<file path="config.mk">
export PLATFORM = sky130hd
export DESIGN_NAME = sd_rsp_rx
export DESIGN_NICKNAME = d
export VERILOG_FILES = /design/src/rtl/sd_rsp_pkg.sv /design/src/rtl/sd_rsp_clkgen.sv /design/src/rtl/sd_rsp_fsm.sv /design/src/rtl/sd_rsp_pack.sv /design/src/rtl/sd_rsp_rx.sv
export SDC_FILE = /design/constraint.sdc
export NUM_CORES = 1
export LEC_CHECK = 0
export ABC_AREA = 1
export BUFFER_PORTS_ARGS = -buffer_cell sky130_fd_sc_hd__buf_2
export CAP_MARGIN = 20
export CORE_UTILIZATION = 27
export CTS_BUF_LIST = sky130_fd_sc_hd__clkbuf_8
export CTS_CLUSTER_DIAMETER = 150
export DETAILED_ROUTE_END_ITERATION = 10
export PLACE_DENSITY = 0.53
export SKIP_LAST_GASP = 1
export SYNTH_ARGS = -nofsm -noshare
export SYNTH_HDL_FRONTEND = slang
export SYNTH_SLANG_ARGS = --single-unit
</file>
<file path="constraint.sdc">
create_clock -name clk -period 1.8 [get_ports clk]
set_clock_uncertainty 0.05 [all_clocks]
set_input_delay 0.18 -clock clk [delete_from_list [all_inputs] [get_ports clk]]
set_output_delay 0.18 -clock clk [all_outputs]
set_load 0.05 [all_outputs]
</file>
<file path="src/rtl/sd_rsp_pkg.sv">
package sd_rsp_pkg;

    typedef enum logic [2:0] {
        ST_IDLE,
        ST_HUNT,
        ST_TBIT,
        ST_DATA,
        ST_TAIL,
        ST_FIN
    } rx_state_e;

    typedef enum logic [1:0] {
        RES_OK,
        RES_TIMEOUT,
        RES_BADTX
    } rx_result_e;

    typedef struct packed {
        logic done;
        logic ok;
        logic timeout;
    } rx_status_t;

    function automatic logic len_in_range(input int unsigned len, input int unsigned max_bytes);
        return (len != 0) && (len <= max_bytes);
    endfunction

endpackage

</file>
<file path="src/rtl/sd_rsp_clkgen.sv">
module sd_rsp_clkgen #(
    parameter int DIV_HALF = 2
) (
    input  logic clk,
    input  logic rst,
    input  logic run,
    output logic sd_clk,
    output logic rise_tick,
    output logic fall_tick
);
    localparam int CNT_W = $clog2(DIV_HALF + 1);

    logic [CNT_W-1:0] cnt;
    logic             clk_q;
    logic             wrap;

    assign wrap      = run && (cnt == CNT_W'(DIV_HALF - 1));
    assign rise_tick = wrap && !clk_q;
    assign fall_tick = wrap && clk_q;
    assign sd_clk    = clk_q;

    always_ff @(posedge clk) begin
        if (rst || !run) begin
            cnt   <= '0;
            clk_q <= 1'b0;
        end else if (wrap) begin
            cnt   <= '0;
            clk_q <= ~clk_q;
        end else begin
            cnt   <= cnt + CNT_W'(1);
        end
    end
endmodule

</file>
<file path="src/rtl/sd_rsp_fsm.sv">
module sd_rsp_fsm
    import sd_rsp_pkg::*;
#(
    parameter int MAX_BYTES  = 17,
    parameter int HUNT_LIMIT = 20,
    parameter int TAIL_CLKS  = 8,
    parameter int LEN_W      = 5,
    parameter int IDX_W      = 8
) (
    input  logic             clk,
    input  logic             rst,
    input  logic             start,
    input  logic [LEN_W-1:0] rsp_len,
    input  logic             cmd_in,
    input  logic             rise_tick,
    input  logic             fall_tick,
    output logic             run,
    output logic             clr,
    output logic             shift_en,
    output logic [IDX_W-1:0] idx,
    output rx_status_t       status
);
    localparam int HUNT_W = $clog2(HUNT_LIMIT + 2) + 1;
    localparam int TAIL_W = $clog2(TAIL_CLKS) + 1;

    rx_state_e        state;
    rx_result_e       res;
    logic [HUNT_W-1:0] hunt_cnt;
    logic [TAIL_W-1:0] tail_cnt;
    logic [LEN_W-1:0]  len_q;
    logic [IDX_W-1:0]  last_idx;
    logic              accept;

    assign accept   = (state == ST_IDLE) && start && len_in_range(32'(rsp_len), MAX_BYTES);
    assign clr      = accept;
    assign run      = (state != ST_IDLE);
    assign shift_en = (state == ST_DATA) && rise_tick;
    assign last_idx = {len_q, 3'b000} - IDX_W'(1);

    always_ff @(posedge clk) begin
        if (rst) begin
            state    <= ST_IDLE;
            res      <= RES_OK;
            hunt_cnt <= '0;
            tail_cnt <= '0;
            len_q    <= '0;
            idx      <= '0;
            status   <= '0;
        end else begin
            status.done <= 1'b0;
            case (state)
                ST_IDLE: begin
                    if (accept) begin
                        state          <= ST_HUNT;
                        len_q          <= rsp_len;
                        hunt_cnt       <= '0;
                        status.ok      <= 1'b0;
                        status.timeout <= 1'b0;
                    end
                end
                ST_HUNT: begin
                    if (rise_tick) begin
                        if (!cmd_in) begin
                            state <= ST_TBIT;
                        end else if (hunt_cnt == HUNT_W'(HUNT_LIMIT + 1)) begin
                            res   <= RES_TIMEOUT;
                            state <= ST_FIN;
                        end else begin
                            hunt_cnt <= hunt_cnt + HUNT_W'(1);
                        end
                    end
                end
                ST_TBIT: begin
                    if (rise_tick) begin
                        if (cmd_in) begin
                            res   <= RES_BADTX;
                            state <= ST_FIN;
                        end else begin
                            idx   <= IDX_W'(2);
                            state <= ST_DATA;
                        end
                    end
                end
                ST_DATA: begin
                    if (rise_tick) begin
                        if (idx == last_idx) begin
                            tail_cnt <= '0;
                            state    <= ST_TAIL;
                        end
                        idx <= idx + IDX_W'(1);
                    end
                end
                ST_TAIL: begin
                    if (rise_tick) begin
                        if (tail_cnt == TAIL_W'(TAIL_CLKS - 1)) begin
                            res   <= RES_OK;
                            state <= ST_FIN;
                        end else begin
                            tail_cnt <= tail_cnt + TAIL_W'(1);
                        end
                    end
                end
                ST_FIN: begin
                    if (fall_tick) begin
                        state          <= ST_IDLE;
                        status.done    <= 1'b1;
                        status.ok      <= (res == RES_OK);
                        status.timeout <= (res == RES_TIMEOUT);
                    end
                end
                default: state <= ST_IDLE;
            endcase
        end
    end
endmodule

</file>
<file path="src/rtl/sd_rsp_pack.sv">
module sd_rsp_pack #(
    parameter int MAX_BYTES = 17,
    parameter int IDX_W     = 8
) (
    input  logic                   clk,
    input  logic                   rst,
    input  logic                   clr,
    input  logic                   shift_en,
    input  logic                   bit_in,
    input  logic [IDX_W-1:0]       idx,
    output logic [MAX_BYTES*8-1:0] data
);
    logic [7:0] sh;
    logic [7:0] nxt;
    logic       byte_end;

    assign nxt      = {sh[6:0], bit_in};
    assign byte_end = (idx[2:0] == 3'd7);

    always_ff @(posedge clk) begin
        if (rst || clr) begin
            sh <= '0;
        end else if (shift_en) begin
            sh <= byte_end ? 8'h00 : nxt;
        end
    end

    for (genvar k = 0; k < MAX_BYTES; k++) begin : g_byte
        always_ff @(posedge clk) begin
            if (rst || clr) begin
                data[8*k +: 8] <= '0;
            end else if (shift_en && byte_end && (idx[IDX_W-1:3] == (IDX_W-3)'(k))) begin
                data[8*k +: 8] <= nxt;
            end
        end
    end
endmodule

</file>
<file path="src/rtl/sd_rsp_rx.sv">
module sd_rsp_rx
    import sd_rsp_pkg::*;
#(
    parameter int DIV_HALF   = 2,
    parameter int MAX_BYTES  = 17,
    parameter int HUNT_LIMIT = 20,
    parameter int TAIL_CLKS  = 8,
    parameter int LEN_W      = $clog2(MAX_BYTES + 1)
) (
    input  logic                   clk,
    input  logic                   rst,
    input  logic                   start,
    input  logic [LEN_W-1:0]       rsp_len,
    input  logic                   cmd_in,
    output logic                   sd_clk,
    output logic                   done,
    output logic                   rsp_ok,
    output logic                   rsp_timeout,
    output logic [MAX_BYTES*8-1:0] rsp_data
);
    localparam int IDX_W = LEN_W + 3;

    logic             run;
    logic             rise_tick;
    logic             fall_tick;
    logic             clr;
    logic             shift_en;
    logic [IDX_W-1:0] idx;
    rx_status_t       status;

    sd_rsp_clkgen #(
        .DIV_HALF(DIV_HALF)
    ) u_clkgen (
        .clk      (clk),
        .rst      (rst),
        .run      (run),
        .sd_clk   (sd_clk),
        .rise_tick(rise_tick),
        .fall_tick(fall_tick)
    );

    sd_rsp_fsm #(
        .MAX_BYTES (MAX_BYTES),
        .HUNT_LIMIT(HUNT_LIMIT),
        .TAIL_CLKS (TAIL_CLKS),
        .LEN_W     (LEN_W),
        .IDX_W     (IDX_W)
    ) u_fsm (
        .clk      (clk),
        .rst      (rst),
        .start    (start),
        .rsp_len  (rsp_len),
        .cmd_in   (cmd_in),
        .rise_tick(rise_tick),
        .fall_tick(fall_tick),
        .run      (run),
        .clr      (clr),
        .shift_en (shift_en),
        .idx      (idx),
        .status   (status)
    );

    sd_rsp_pack #(
        .MAX_BYTES(MAX_BYTES),
        .IDX_W    (IDX_W)
    ) u_pack (
        .clk     (clk),
        .rst     (rst),
        .clr     (clr),
        .shift_en(shift_en),
        .bit_in  (cmd_in),
        .idx     (idx),
        .data    (rsp_data)
    );

    assign done        = status.done;
    assign rsp_ok      = status.ok;
    assign rsp_timeout = status.timeout;
endmodule

</file>
# ---- Word level (Yosys, flattened, before mapping)
# Index checks and enable logic that the tools add are counted.
dict set report word_totals {
  output_inout_bits 140
  wordCells 165
  inputBits 9
  reg_bits 177
}
dict set report op_classes {
  n_eq_ne 42
  magnitude_cmp 1
  add_sub_neg 5
  reduce_logical 48
  bitwise_logic 2
  n_mux 38
}
# op n
set ops {}
lappend ops {{$eq 5x4->1 const B} 8}
lappend ops {{$mux 3} 12}
lappend ops {{$logic_and 1x1->1} 25}
lappend ops {{$mux 6} 4}
lappend ops {{$mux 8} 3}
lappend ops {{$eq 5x3->1 const B} 4}
lappend ops {{$pmux 3 s6} 1}
lappend ops {{$mux 2} 8}
lappend ops {{$mux 4} 4}
lappend ops {{$pmux 8 s2} 1}
lappend ops {{$ne 2x1->1 const B} 7}
lappend ops {{$ne 2x2->1 const B} 7}
lappend ops {{$pmux 6 s2} 1}
lappend ops {{$eq 5x2->1 const B} 2}
lappend ops {{$reduce_and 5->1} 2}
lappend ops {{$eq 3x3->1 const B} 3}
lappend ops {{$reduce_and 9->1} 1}
lappend ops {{$add 8x1->8 const B} 1}
lappend ops {{$eq 8x8->1} 1}
lappend ops {{$pmux 4 s2} 1}
lappend ops {{$reduce_and 8->1} 1}
lappend ops {{$reduce_bool 2->1} 4}
lappend ops {{$sub 8x1->8 const B} 1}
lappend ops {{$mux 7} 1}
lappend ops {{other kinds (26)} 33}

# ---- Depth between registers and ports, before layout
# Gate-level depths: netlist of run 1.
dict set report depth {
  ltp_word 6
  depth_mapped 13
  ltp_nobuf 13
}

# ---- Modules after synthesis
# A second synthesis of run 1 with hierarchy kept.
dict set report unflattened {
  hier_cells 1183
  area_unflattened_um2 8035.2
}
# mod n_inst cells_per_inst area_each_um2
set by_module_without_submodules {}
lappend by_module_without_submodules {sd_rsp_pack 1 873 5992.0}
lappend by_module_without_submodules {sd_rsp_fsm 1 292 1915.6}
lappend by_module_without_submodules {sd_rsp_clkgen 1 18 127.6}

# ---- Least setup slack after synthesis of run 1
# Ideal clock, no wire load.
dict set report synth_timing {
  path_kind {register to register}
  from {register u_fsm.state[0]}
  to {register u_fsm.hunt_cnt[5]}
  slack_ps 13
  stages_incl_launch_ff 11
  period_less_slack_ps 1787
  path_buffers 0
  t_arrival_ps 1622
  cell_sequence {dfxtp_1 nor2_1 nand2_4 nor2_1 nand3_2 nand2_1 nand2_1 nor3_1 nand3_1 nand2_1 nor2_1}
}
dict set report synth_between {
  elab_chain_cells 5
  elab_cells_between_ends 14
  classes_between {5 x eq/ne; 1 x mux; 8 x reduce/logical}
}
# element line
set synth_rtl {}
lappend synth_rtl {{start, declared} sd_rsp_fsm.sv:26} ;# rx_state_e state;
lappend synth_rtl {{start signal, assigned} sd_rsp_fsm.sv:42} ;# state <= ST_IDLE;
lappend synth_rtl {{start signal, assigned} sd_rsp_fsm.sv:54} ;# state <= ST_HUNT;
lappend synth_rtl {{start signal, assigned} sd_rsp_fsm.sv:64} ;# state <= ST_TBIT;
lappend synth_rtl {{$logic_not 3->1 / $reduce_bool 3->1 (equally long branches)} {sd_rsp_fsm.sv:34, sd_rsp_fsm.sv:51, sd_rsp_fsm.sv:36}}
lappend synth_rtl {{$logic_and 1x1->1 (on tied branches)} {sd_rsp_fsm.sv:34, sd_rsp_clkgen.sv:17}}
lappend synth_rtl {{$logic_and 1x1->1 (on tied branches)} {sd_rsp_fsm.sv:34, sd_rsp_clkgen.sv:18}}
lappend synth_rtl {{$ne 2x1->1 (no source line)} --}
lappend synth_rtl {{$reduce_and 5->1 (no source line)} --}
lappend synth_rtl {{end signal, assigned} sd_rsp_fsm.sv:69} ;# hunt_cnt <= hunt_cnt + HUNT_W'(1);
lappend synth_rtl {{end, declared} sd_rsp_fsm.sv:28} ;# logic [HUNT_W-1:0] hunt_cnt;
# Several ways; a longest one is shown, not always the timed one.
# A chain may end at the register's enable or synchronous reset.

# ---- Worst setup path after layout of run 1
dict set report layout_timing {
  from {register u_fsm.state[1]}
  to {register u_pack.data[35]}
}
dict set report layout_between {
  elab_chain_cells 6
  elab_cells_between_ends 11
  classes_between {1 x eq/ne; 10 x reduce/logical}
}
# element line
set layout_rtl {}
lappend layout_rtl {{$reduce_bool 3->1} sd_rsp_fsm.sv:36} ;# assign run = (state != ST_IDLE);
lappend layout_rtl {{$logic_and 1x1->1} sd_rsp_clkgen.sv:17} ;# assign wrap = run && (cnt == CNT_W'(DIV_HALF - 1));
lappend layout_rtl {{$logic_and 1x1->1} sd_rsp_clkgen.sv:18} ;# assign rise_tick = wrap && !clk_q;
lappend layout_rtl {{$logic_and 1x1->1} sd_rsp_fsm.sv:37} ;# assign shift_en = (state == ST_DATA) && rise_tick;
lappend layout_rtl {{$logic_and 1x1->1 (2 in series)} sd_rsp_pack.sv:32} ;# end else if (shift_en && byte_end && (idx[IDX_W-1:3] == (IDX_W-3)'(k))) begin
lappend layout_rtl {{end signal, assigned by index} sd_rsp_pack.sv:33} ;# data[8*k +: 8] <= nxt;
lappend layout_rtl {{end, declared} sd_rsp_pack.sv:11} ;# output logic [MAX_BYTES*8-1:0] data
# Several ways; a longest one is shown, not always the timed one.

==> results by group, run 1 <==
Clock network
  • Clk pin slew, worst setup/hold paths: 0.09 ns
  • CTS buffer count: 17
  • Clk sinks: 177
  • Clock buffer depth: 2
  • Root Buffer: clkbuf_8
  • Clk_lat worst skew: 0.48 ns
  • H-tree Lvls: 4
  • CTS tree: yes

Route
  • First-pass DRT Iterations: 5
  • Post-route ant nets: 0
  • DR WL/cell: 14.2 µm
  • Wirelength, routed: 22500 µm
  • Post-route DRC: 0
  • Vias: 7166
  • Vias per cell: 4.53
  • Initial DRC count: 472

Synth
  • Primary FF master, synth: dfxtp_1
  • Post-synth EDFFs: 0
  • Register area share after synthesis: 47.5%
  • Mapped cell area: 7450 µm²
  • Mapped Cells: 1004
  • Netlist cell types: 42
  • Fraction of registers with async set/reset: 0%
  • Flops & latches, synth: 177
  • Syn avg cell area: 7.42 µm²
  • Mapped Nets: 1020
  • Syn. warnings: 0

Placement
  • Dpl cells: 1532
  • Port Buf Inserts: 148
  • Routability cong.: 0.838
  • Hpwl dp: 15600 µm

Global route
  • Residual overflow from global routing: 0
  • First-pass GRT wire length: 35300 µm
  • Largest net degree at the start of global routing: 60
  • Vias in the first global route: 6574
  • Antenna violations before repair: 0
  • Tot GR Track Use: 15.9%

Finish
  • Ant. Diodes: 0
  • Nets@finish: 1244
  • Fin cells: 1582
  • Fraction of layout cells with a size suffix above 1: 30.9%
  • Layout area overhead: 33.6%

Power and ir drop
  • Static leakage: 4.66 nW
  • Pint: 6.21 mW
  • Pwr Density: 928 nW/µm²
  • Clock share of power: 28.6%
  • Combinational share of power: 26.3%
  • Switch Pwr: 3.02 mW
  • Maximum vdd drop: 0.470 mV
  • Sequential power share: 45.1%
  • Net Sw Frac: 32.7%

Setup path
  • Critical path type: flop to flop
  • Worst setup path endpoint: u_pack.data[35]$_SDFFE_PP0P_
  • Crit end category: flop
  • Critical Path RT: 2.12 ns
  • CP startpoint: u_fsm.state[1]$_SDFFE_PP0P_
  • Crit path launch type: flop
  • Reg2Reg Setup Slack: -0.03 ns
  • Reg2Reg Depth: 10
  • RR Startpoint: u_fsm.state[1]$_SDFFE_PP0P_
  • CP Data Arrival Time: 2.15 ns
  • RR Endpoint: u_pack.data[35]$_SDFFE_PP0P_
  • Crit-path max FO: 8

Run status
  • Status: finished with violations
  • Failing checks: setup timing

Die
  • Starting density of the core: 27.6%
  • Die area: 28300 µm²
  • Core area: 27000 µm²
  • Die W: 168 µm
  • Rows: 60
  • Die Ht: 168 µm
  • # IOs: 149

Min path
  • Tightest Hold Check Type: primary input to flop

STA
  • Slew @ Worst Pin: 0.540 ns
  • Final hold vios: 0
  • Fmax: 0.547 GHz
  • RSZ-0062 raised after global routing: yes
  • Final Cycle Share: 101%
  • Post-route minimum period: 1.83 ns
  • Slew Limit Fails: 0
  • PnR worst setup slack: -0.0265 ns
  • Hold WS: 0.0467 ns
  • Final setup viols: 18
  • Max-Slew Margin vs Limit: 64.0%

Job
  • Max-Cap Viols: 0
worst max-delay path, stage by stage, from the launching register on:
cell     delay, ns
dfxtp_2       0.36
inv_2         0.06
nor3_4        0.22
buf_6         0.15
nand2_8       0.06
nor2_8        0.16
nand2_4       0.09
nor2_4        0.26
nand2_4       0.17
nor2_1        0.11
nor2_1        0.05
cell usage in the layout, fill, tap and decap left out, types with 3 or more instances in the layout:
master and count:
a211oi_1 16, a21oi_1 120, buf_12 4, buf_2 148, buf_4 83, buf_6 6, clkbuf_8 18, clkinv_2 3
dfxtp_1 170, dfxtp_2 6, dlygate4sd3_1 5, ha_1 5, inv_1 143, inv_2 8, inv_6 3, nand2_1 173
nand2_2 11, nand2_4 11, nand3_1 53, nand3_2 4, nand4_1 11, nor2_1 87, nor2_2 25, nor2_4 8
nor3_1 3, nor3_2 3, nor3_4 3, o21a_1 8, o21ai_0 42, o21ai_1 8, o21ai_2 19
power groups by stage:
| stage | combinational [mW] | sequential, mW | clock, mW |
|---|---|---|---|
| after detailed placement | 2.08 | 4.22 | 0 |
| after global routing | 2.75 | 4.18 | 2.90 |
| after CTS | 2.11 | 4.14 | 2.74 |
| after floorplan | 1.28 | 4.23 | 0 |
| after global placement | 2.08 | 4.22 | 0 |
| final | 2.43 | 4.16 | 2.64 |
registers in the layout (all words and copies together), names as in the netlist, 2 cells and up:
name,count
u_pack.data,136
u_fsm.idx,8
u_pack.sh,7
u_fsm.hunt_cnt,6
u_fsm.len_q,5
u_fsm.tail_cnt,4
u_fsm.state,3
u_fsm.status,3
u_clkgen.cnt,2
u_fsm.res,2
Yosys cell counts (2+ instances only):
| master | instances | area share (%) |
|---|---|---|
| nor3_4 | 3 | 0.65 |
| dfxtp_1 | 177 | 48 |
| ha_1 | 7 | 1.2 |
| a21oi_1 | 121 | 8.1 |
| nand4_1 | 11 | 0.92 |
| buf_4 | 4 | 0.40 |
| o21ai_1 | 2 | 0.13 |
| nor3_1 | 5 | 0.34 |
| nand3_1 | 57 | 3.8 |
| inv_1 | 145 | 7.3 |
| nand2_2 | 4 | 0.34 |
| buf_6 | 3 | 0.45 |
| o21ai_0 | 67 | 4.5 |
| buf_1 | 2 | 0.10 |
| a32oi_1 | 2 | 0.24 |
| xor2_1 | 2 | 0.24 |
| clkbuf_1 | 21 | 1.1 |
| nor2_4 | 4 | 0.60 |
| inv_2 | 4 | 0.20 |
| o32ai_1 | 2 | 0.24 |
| nor2_1 | 115 | 5.8 |
| buf_2 | 12 | 0.81 |
| a211oi_1 | 16 | 1.6 |
| nand4_2 | 3 | 0.50 |
| o21a_1 | 8 | 0.81 |
| nand2_4 | 4 | 0.60 |
| nand2_1 | 188 | 9.5 |
final cells by class:
class	instances	area (µm²)
clock buffers	18	248
clock inverters	14	115
fillers	2915	17100
inverters	149	562
multi-input cells	636	3470
flip-flops and latches	177	3550
well taps	341	427
repair buffers	247	1580
metrics by stage:
step | setup WS (ns) | total power [mW] | area [µm²] | util [%] | setup TNS, ns
after floorplan | 0.0135 | 5.51 | 7450 | - | 0
after global placement | -0.0478 | 6.30 | 9070 | 33.6 | -0.371
after detailed placement | -0.0495 | 6.30 | 9070 | 33.6 | -2.02
after CTS | -0.0205 | 9.00 | 9560 | 35.4 | -0.231
after global routing | -0.150 | 9.83 | 9950 | 36.8 | -8.25
final | -0.0265 | 9.23 | 9950 | 36.8 | -0.213
how the worst min path moves through the flow:
stage / startpoint / endpoint / slack (ns) / cells after the start
5_1_grt: cmd_in / u_pack.data[128]$_SDFFE_PP0P_ / 0.03 / 3
3_5_place_dp: u_clkgen.cnt[0]$_SDFF_PP0_ / u_clkgen.cnt[0]$_SDFF_PP0_ / 0.37 / 1
3_3_place_gp: u_clkgen.cnt[0]$_SDFF_PP0_ / u_clkgen.cnt[0]$_SDFF_PP0_ / 0.36 / 1
4_1_cts: cmd_in / u_pack.data[128]$_SDFFE_PP0P_ / 0.02 / 3
6_report: cmd_in / u_pack.data[128]$_SDFFE_PP0P_ / 0.05 / 3
2_1_floorplan: rsp_len[0] / u_fsm.len_q[0]$_SDFFE_PP0P_ / 0.31 / 2
timing repair:
action                                  CTS  global route
hold buffers                              5             0
endpoints found under the setup margin  123           152
cloned                                    1             0
pin swaps                                 1            16
buffers inserted                          3             9
gates resized for setup                  14           122
hold endpoints to repair                  5             0
cells by family after synthesis:
logic type	count (synthesis)	share of synthesized area, %
AOI/OAI and AO/OA	224	16.4
adders and majority gates	7	1.18
buffers and inverters	191	10.3
and+or+nand+nor	402	24.3
DFF	177	47.5
xor gates and xnor gates	3	0.353
metal layers:
layer,up-vias,part of all wire (%),track usage (%)
met5,-,0,0
met4,0,1.9,5.14
met3,30,3.7,3.34
met2,153,46,25.7
met1,3300,48,21.2
li1,3683,-,-
No activity file was read; power rests on OpenSTA's default activity.
==> run 2: changes to the inputs <==
==> constraint.sdc (replaced) <==
create_clock -name clk -period 1.8 [get_ports clk]
set_clock_uncertainty 0.05 [all_clocks]
set_input_delay 0.09 -clock clk [delete_from_list [all_inputs] [get_ports clk]]
set_output_delay 0.09 -clock clk [all_outputs]
set_load 0.05 [all_outputs]
==> results by group, run 2 (synthesis results as in run 1) <==
Setup path
  • Worst path bufs/invs: 2 (unchanged)
  • Crit-path leading delay family: simple AND/OR/NAND/NOR gates
  • Critical Path RT: 2.12 ns (about the same)
  • Cells along the critical path: inv_2, nor3_4, buf_6, nand2_8, nor2_8, nand2_4, nor2_4, nand2_4, nor2_1, nor2_1
  • Critical path type: flop to flop
  • Crit path launch type: flop
  • Crit-path max FO: 8 (unchanged)
  • Crit end category: flop
  • Critical-path top delay cell: dfxtp_2
  • CP max stage delay: 0.36 ns (about the same)
  • CP Data Arrival Time: 2.14 ns (about the same)

Die
  • # IOs: 149 (unchanged)
  • Die Ht: 168 µm (unchanged)
  • Starting density of the core: 27.6% (unchanged)
  • Core area: 27000 µm² (unchanged)
  • Die area: 28300 µm² (unchanged)
  • Die W: 168 µm (unchanged)
  • Rows: 60 (unchanged)

Clock network
  • H-tree Lvls: 4 (unchanged)
  • Root Buffer: clkbuf_8
  • Clk_lat worst skew: 0.48 ns (about the same)
  • Clk pin slew, worst setup/hold paths: 0.09 ns (about the same)
  • CTS buffer count: 17 (unchanged)
  • CTS tree: yes
  • Clock buffer depth: 2 (unchanged)
  • Clk sinks: 177 (unchanged)

Placement
  • Port Buf Inserts: 148 (unchanged)
  • Hpwl dp: 15600 µm (unchanged)
  • Routability cong.: 0.838 (unchanged)
  • Dpl cells: 1532 (unchanged)
  • Setup slack at placement: -0.0495 ns (unchanged)

STA
  • Final hold vios: 0 (unchanged)
  • Final Cycle Share: 101% (-0.14 points)
  • Hold WS: 0.390 ns (+0.343 ns)
  • Post-route minimum period: 1.82 ns (-0.00249 ns)
  • RSZ-0062 raised after global routing: yes
  • Sum of negative setup slack: -0.227 ns (-0.0135 ns)
  • Max-Slew Margin vs Limit: 64.2% (+0.18 points)
  • Fmax: 0.548 GHz (+0.14%)
  • PnR worst setup slack: -0.0240 ns (+0.00249 ns)
  • Slew Limit Fails: 0 (unchanged)
  • Final setup viols: 18 (unchanged)
  • Slew @ Worst Pin: 0.537 ns (-0.00267 ns)

Global route
  • Tot GR Track Use: 16.0% (+0.025 points)
  • Antenna violations before repair: 0 (unchanged)
  • First-pass GRT wire length: 35300 µm (+0.20%)
  • Largest net degree at the start of global routing: 60 (unchanged)
  • Vias in the first global route: 6597 (+0.35%)
  • Residual overflow from global routing: 0 (unchanged)

Run status
  • Failing checks: setup timing
  • Status: finished with violations

Finish
  • Commonest cells after routing, fill and taps aside: nand2_1, dfxtp_1, buf_2, inv_1, a21oi_1
  • Fin cells: 1585 (+0.19%)
  • Fraction of layout cells with a size suffix above 1: 30.9% (-0.075 points)
  • Number of flip-flops in the largest register: 136 (unchanged)
  • Commonest non-fill, non-tap cell in the layout: nand2_1
  • Layout area overhead: 34.0%
  • Nets@finish: 1247 (+0.24%)
  • Top Registers: u_pack.data: 136 flops, u_fsm.idx: 8 flops, u_pack.sh: 7 flops
  • Largest Register: u_pack.data
  • Ant. Diodes: 0 (unchanged)

Route
  • Post-route DRC: 0 (unchanged)
  • Vias per cell: 4.54 (+0.16%)
  • Vias: 7191 (+0.35%)
  • Initial DRC count: 490 (+3.8%)
  • Wirelength, routed: 22500 µm (-0.16%)
  • DR WL/cell: 14.2 µm (-0.35%)
  • First-pass DRT Iterations: 4 (-1)
  • Post-route ant nets: 0 (unchanged)

Job
  • Max-Cap Viols: 0 (unchanged)

Min path
  • Tightest Hold Check Type: flop to flop

Power and ir drop
  • Maximum vdd drop: 0.467 mV (-0.68%)
  • Pwr Density: 925 nW/µm² (-0.25%)
  • Static leakage: 4.68 nW (+0.27%)
==> run 2: cell types whose count changed in the layout (fill, tap and decap cells not counted), sizes merged <==
cell and change:
dlygate4sd3 +3
==> run 2: through the flow <==
stage / utilization, % / cell area, µm² / power (mW)
final: 36.9 / 9980 / 9.24
after global routing: 36.9 / 9980 / 9.83
after CTS: 35.5 / 9590 / 9.00
after detailed placement: 33.6 / 9070 / 6.30
after global placement: 33.6 / 9070 / 6.30
after floorplan: - / 7450 / 5.51
==> run 2: routing by layer <==
layer,global-route usage (%),vias up,part of all wire (%)
met3,3.34,27,3.9
met5,0,-,0
met2,25.8,157,47
met4,5.14,0,1.7
met1,21.2,3317,48
li1,-,3690,-
==> run 2: tightest hold or removal path, stage by stage (launching register included) <==
cell     delay, ns
dfxtp_1       0.32
inv_1         0.04
a21oi_1       0.04
==> run 2: timing repair <==
item,4_1_cts,5_1_grt
gates resized for setup,14,122
pin swaps,1,16
setup endpoints to repair,123,152
hold endpoints to repair,18,0
hold buffers,8,0
setup buffers,3,9
cloned,1,0
==> run 2: final timing paths <==
| kind | start | end | slack (ns) | depth (start not counted) |
|---|---|---|---|---|
| max | u_fsm.state[1]$_SDFFE_PP0P_ | u_pack.data[35]$_SDFFE_PP0P_ | -0.02 | 10 |
| min | u_pack.data[10]$_SDFFE_PP0P_ | u_pack.data[10]$_SDFFE_PP0P_ | 0.39 | 2 |
| max reg2reg | u_fsm.state[1]$_SDFFE_PP0P_ | u_pack.data[35]$_SDFFE_PP0P_ | -0.02 | 10 |
| min reg2reg | u_pack.data[10]$_SDFFE_PP0P_ | u_pack.data[10]$_SDFFE_PP0P_ | 0.39 | 2 |
==> run 2: report_power, final <==
part	leakage, nW	total (mW)	switching (mW)	internal, mW
Sequential	1.43	4.16	0.107	4.05
Combinational	3.05	2.43	1.40	1.04
Clock	0.193	2.64	1.52	1.12
==> run 2: final cells by class <==
cell class / count / area (µm²)
inverter: 149 / 562
timing repair buffer: 250 / 1610
sequential: 177 / 3550
clock inverter: 14 / 115
multi-input combinational: 636 / 3470
fill: 2914 / 17000
tap: 341 / 427
clock buffer: 18 / 248
==> run 3: changes to the inputs <==
- CTS_BUF_LIST: sky130_fd_sc_hd__clkbuf_8 -> sky130_fd_sc_hd__clkbuf_4 sky130_fd_sc_hd__clkbuf_8
==> results by group, run 3 (synthesis results as in run 1) <==
Finish
  • Fin util: 37.0% (+0.042 points)
  • Layout area overhead: 34.1%
  • Nets@finish: 1247 (unchanged)
  • Commonest non-fill, non-tap cell in the layout: nand2_1
  • Number of flip-flops in the largest register: 136 (unchanged)
  • Fraction of layout cells with a size suffix above 1: 31.1% (+0.24 points)
  • Ant. Diodes: 0 (unchanged)
  • Commonest cells after routing, fill and taps aside: nand2_1, dfxtp_1, buf_2, inv_1, a21oi_1
  • Largest Register: u_pack.data
  • Fin cells: 1585 (unchanged)
  • Top Registers: u_pack.data: 136 flops, u_fsm.idx: 8 flops, u_pack.sh: 7 flops

Global route
  • Met3 Use GR: 3.31% (-0.024 points)
  • Antenna violations before repair: 0 (unchanged)
  • Gr busiest metal: met2
  • Tot GR Track Use: 16.0% (about the same)
  • Vias in the first global route: 6593 (-0.061%)
  • Global routing usage on met2: 25.9% (+0.054 points)
  • Largest net degree at the start of global routing: 60 (unchanged)
  • Met1 Resource Use GR: 21.3% (+0.058 points)
  • First-pass GRT wire length: 35300 µm (unchanged)
  • Residual overflow from global routing: 0 (unchanged)

Route
  • Initial DRC count: 534 (+9.0%)
  • Post-route ant nets: 0 (unchanged)
  • DR WL/cell: 14.2 µm (about the same)
  • First-pass DRT Iterations: 4 (unchanged)
  • Post-route DRC: 0 (unchanged)
  • Vias: 7187 (-0.056%)
  • Vias per cell: 4.53 (about the same)
  • Wirelength, routed: 22500 µm (about the same)

Clock network
  • Root Buffer: clkbuf_8
  • Clk_lat worst skew: 0.48 ns (about the same)
  • Clk sinks: 177 (unchanged)
  • CTS buffer count: 17 (unchanged)
  • Clock buffer depth: 2 (unchanged)
  • Clk pin slew, worst setup/hold paths: 0.09 ns (about the same)
  • CTS tree: yes
  • H-tree Lvls: 4 (unchanged)

Placement
  • Routability cong.: 0.838 (unchanged)
  • Dpl cells: 1532 (unchanged)
  • Setup slack at placement: -0.0495 ns (unchanged)
  • Port Buf Inserts: 148 (unchanged)
  • Hpwl dp: 15600 µm (unchanged)

Setup path
  • CP Data Arrival Time: 2.15 ns (about the same)
  • Crit end category: flop
  • Critical Path RT: 2.12 ns (about the same)
  • Crit path launch type: flop
  • Critical path type: flop to flop
  • Crit-path max FO: 8 (unchanged)

Run status
  • Status: finished with violations
  • Failing checks: setup timing

STA
  • RSZ-0062 raised after global routing: yes
  • Slew @ Worst Pin: 0.538 ns (+0.00107 ns)
  • Post-route minimum period: 1.83 ns (+0.00751 ns)
  • Final setup viols: 20 (+2)
  • Fmax: 0.546 GHz (-0.41%)
  • Hold WS: 0.390 ns (-0.0000150 ns)
  • Slew Limit Fails: 0 (unchanged)
  • Final Cycle Share: 102% (+0.42 points)
  • PnR worst setup slack: -0.0315 ns (-0.00751 ns)
  • Final hold vios: 0 (unchanged)
  • Max-Slew Margin vs Limit: 64.1% (-0.071 points)

Power and ir drop
  • Pwr Density: 931 nW/µm² (+0.59%)
  • Overall power: 9.30 mW (+0.70%)
  • Maximum vdd drop: 0.468 mV (+0.34%)
  • Static leakage: 4.67 nW (about the same)

Min path
  • Tightest Hold Check Type: flop to flop

Die
  • Die W: 168 µm (unchanged)
  • Core area: 27000 µm² (unchanged)
  • Die Ht: 168 µm (unchanged)
  • Die area: 28300 µm² (unchanged)
  • Starting density of the core: 27.6% (unchanged)
  • Rows: 60 (unchanged)
  • # IOs: 149 (unchanged)

Job
  • Max-Cap Viols: 0 (unchanged)
[run 3: area by class of cell]
type | instances | area (µm²)
well taps | 341 | 427
fillers | 2911 | 17000
clock inverters | 11 | 104
flip-flops and latches | 177 | 3550
clock buffers | 21 | 270
inverters | 149 | 562
multi-input cells | 636 | 3470
repair buffers | 250 | 1610
[run 3: final timing paths]
check,slack (ns),depth (start not counted),startpoint,to
setup / recovery,-0.03,10,u_fsm.state[1]$_SDFFE_PP0P_,u_pack.data[35]$_SDFFE_PP0P_
hold / removal,0.39,2,u_pack.data[10]$_SDFFE_PP0P_,u_pack.data[10]$_SDFFE_PP0P_
setup reg to reg,-0.03,10,u_fsm.state[1]$_SDFFE_PP0P_,u_pack.data[35]$_SDFFE_PP0P_
hold reg to reg,0.39,2,u_pack.data[10]$_SDFFE_PP0P_,u_pack.data[10]$_SDFFE_PP0P_
[run 3: power breakdown]
part | internal [mW] | switching (mW) | leakage, nW | total (mW)
registers | 4.05 | 0.106 | 1.43 | 4.16
logic | 1.04 | 1.40 | 3.05 | 2.43
clock network | 1.19 | 1.52 | 0.191 | 2.71
[run 3: critical path, cell delays in order (launching register included)]
cell and delay (ns):
dfxtp_2 0.36, inv_2 0.06, nor3_4 0.22, buf_6 0.15, nand2_8 0.06, nor2_8 0.16
nand2_4 0.09, nor2_4 0.26, nand2_4 0.17, nor2_1 0.11, nor2_1 0.05
[run 3: timing repair]
item,CTS,global route
pin swaps,1,16
buffers inserted,3,9
resized for setup,14,122
setup endpoints to repair,124,152
gates cloned,1,0
hold buffers,8,0
hold endpoints to repair,18,0
[run 3: metrics by stage]
stage                     instance area (µm²)  TNS (ns)
after floorplan                          7450         0
after global placement                   9070    -0.371
after detailed placement                 9070     -2.02
after CTS                                9600    -0.231
after global routing                    10000     -8.21
final                                   10000    -0.325
[run 3: per-layer routing]
layer,part of all wire [%],up-vias
li1,-,3688
met1,48,3327
met2,47,146
met3,3.8,26
met4,1.6,0
met5,0,-
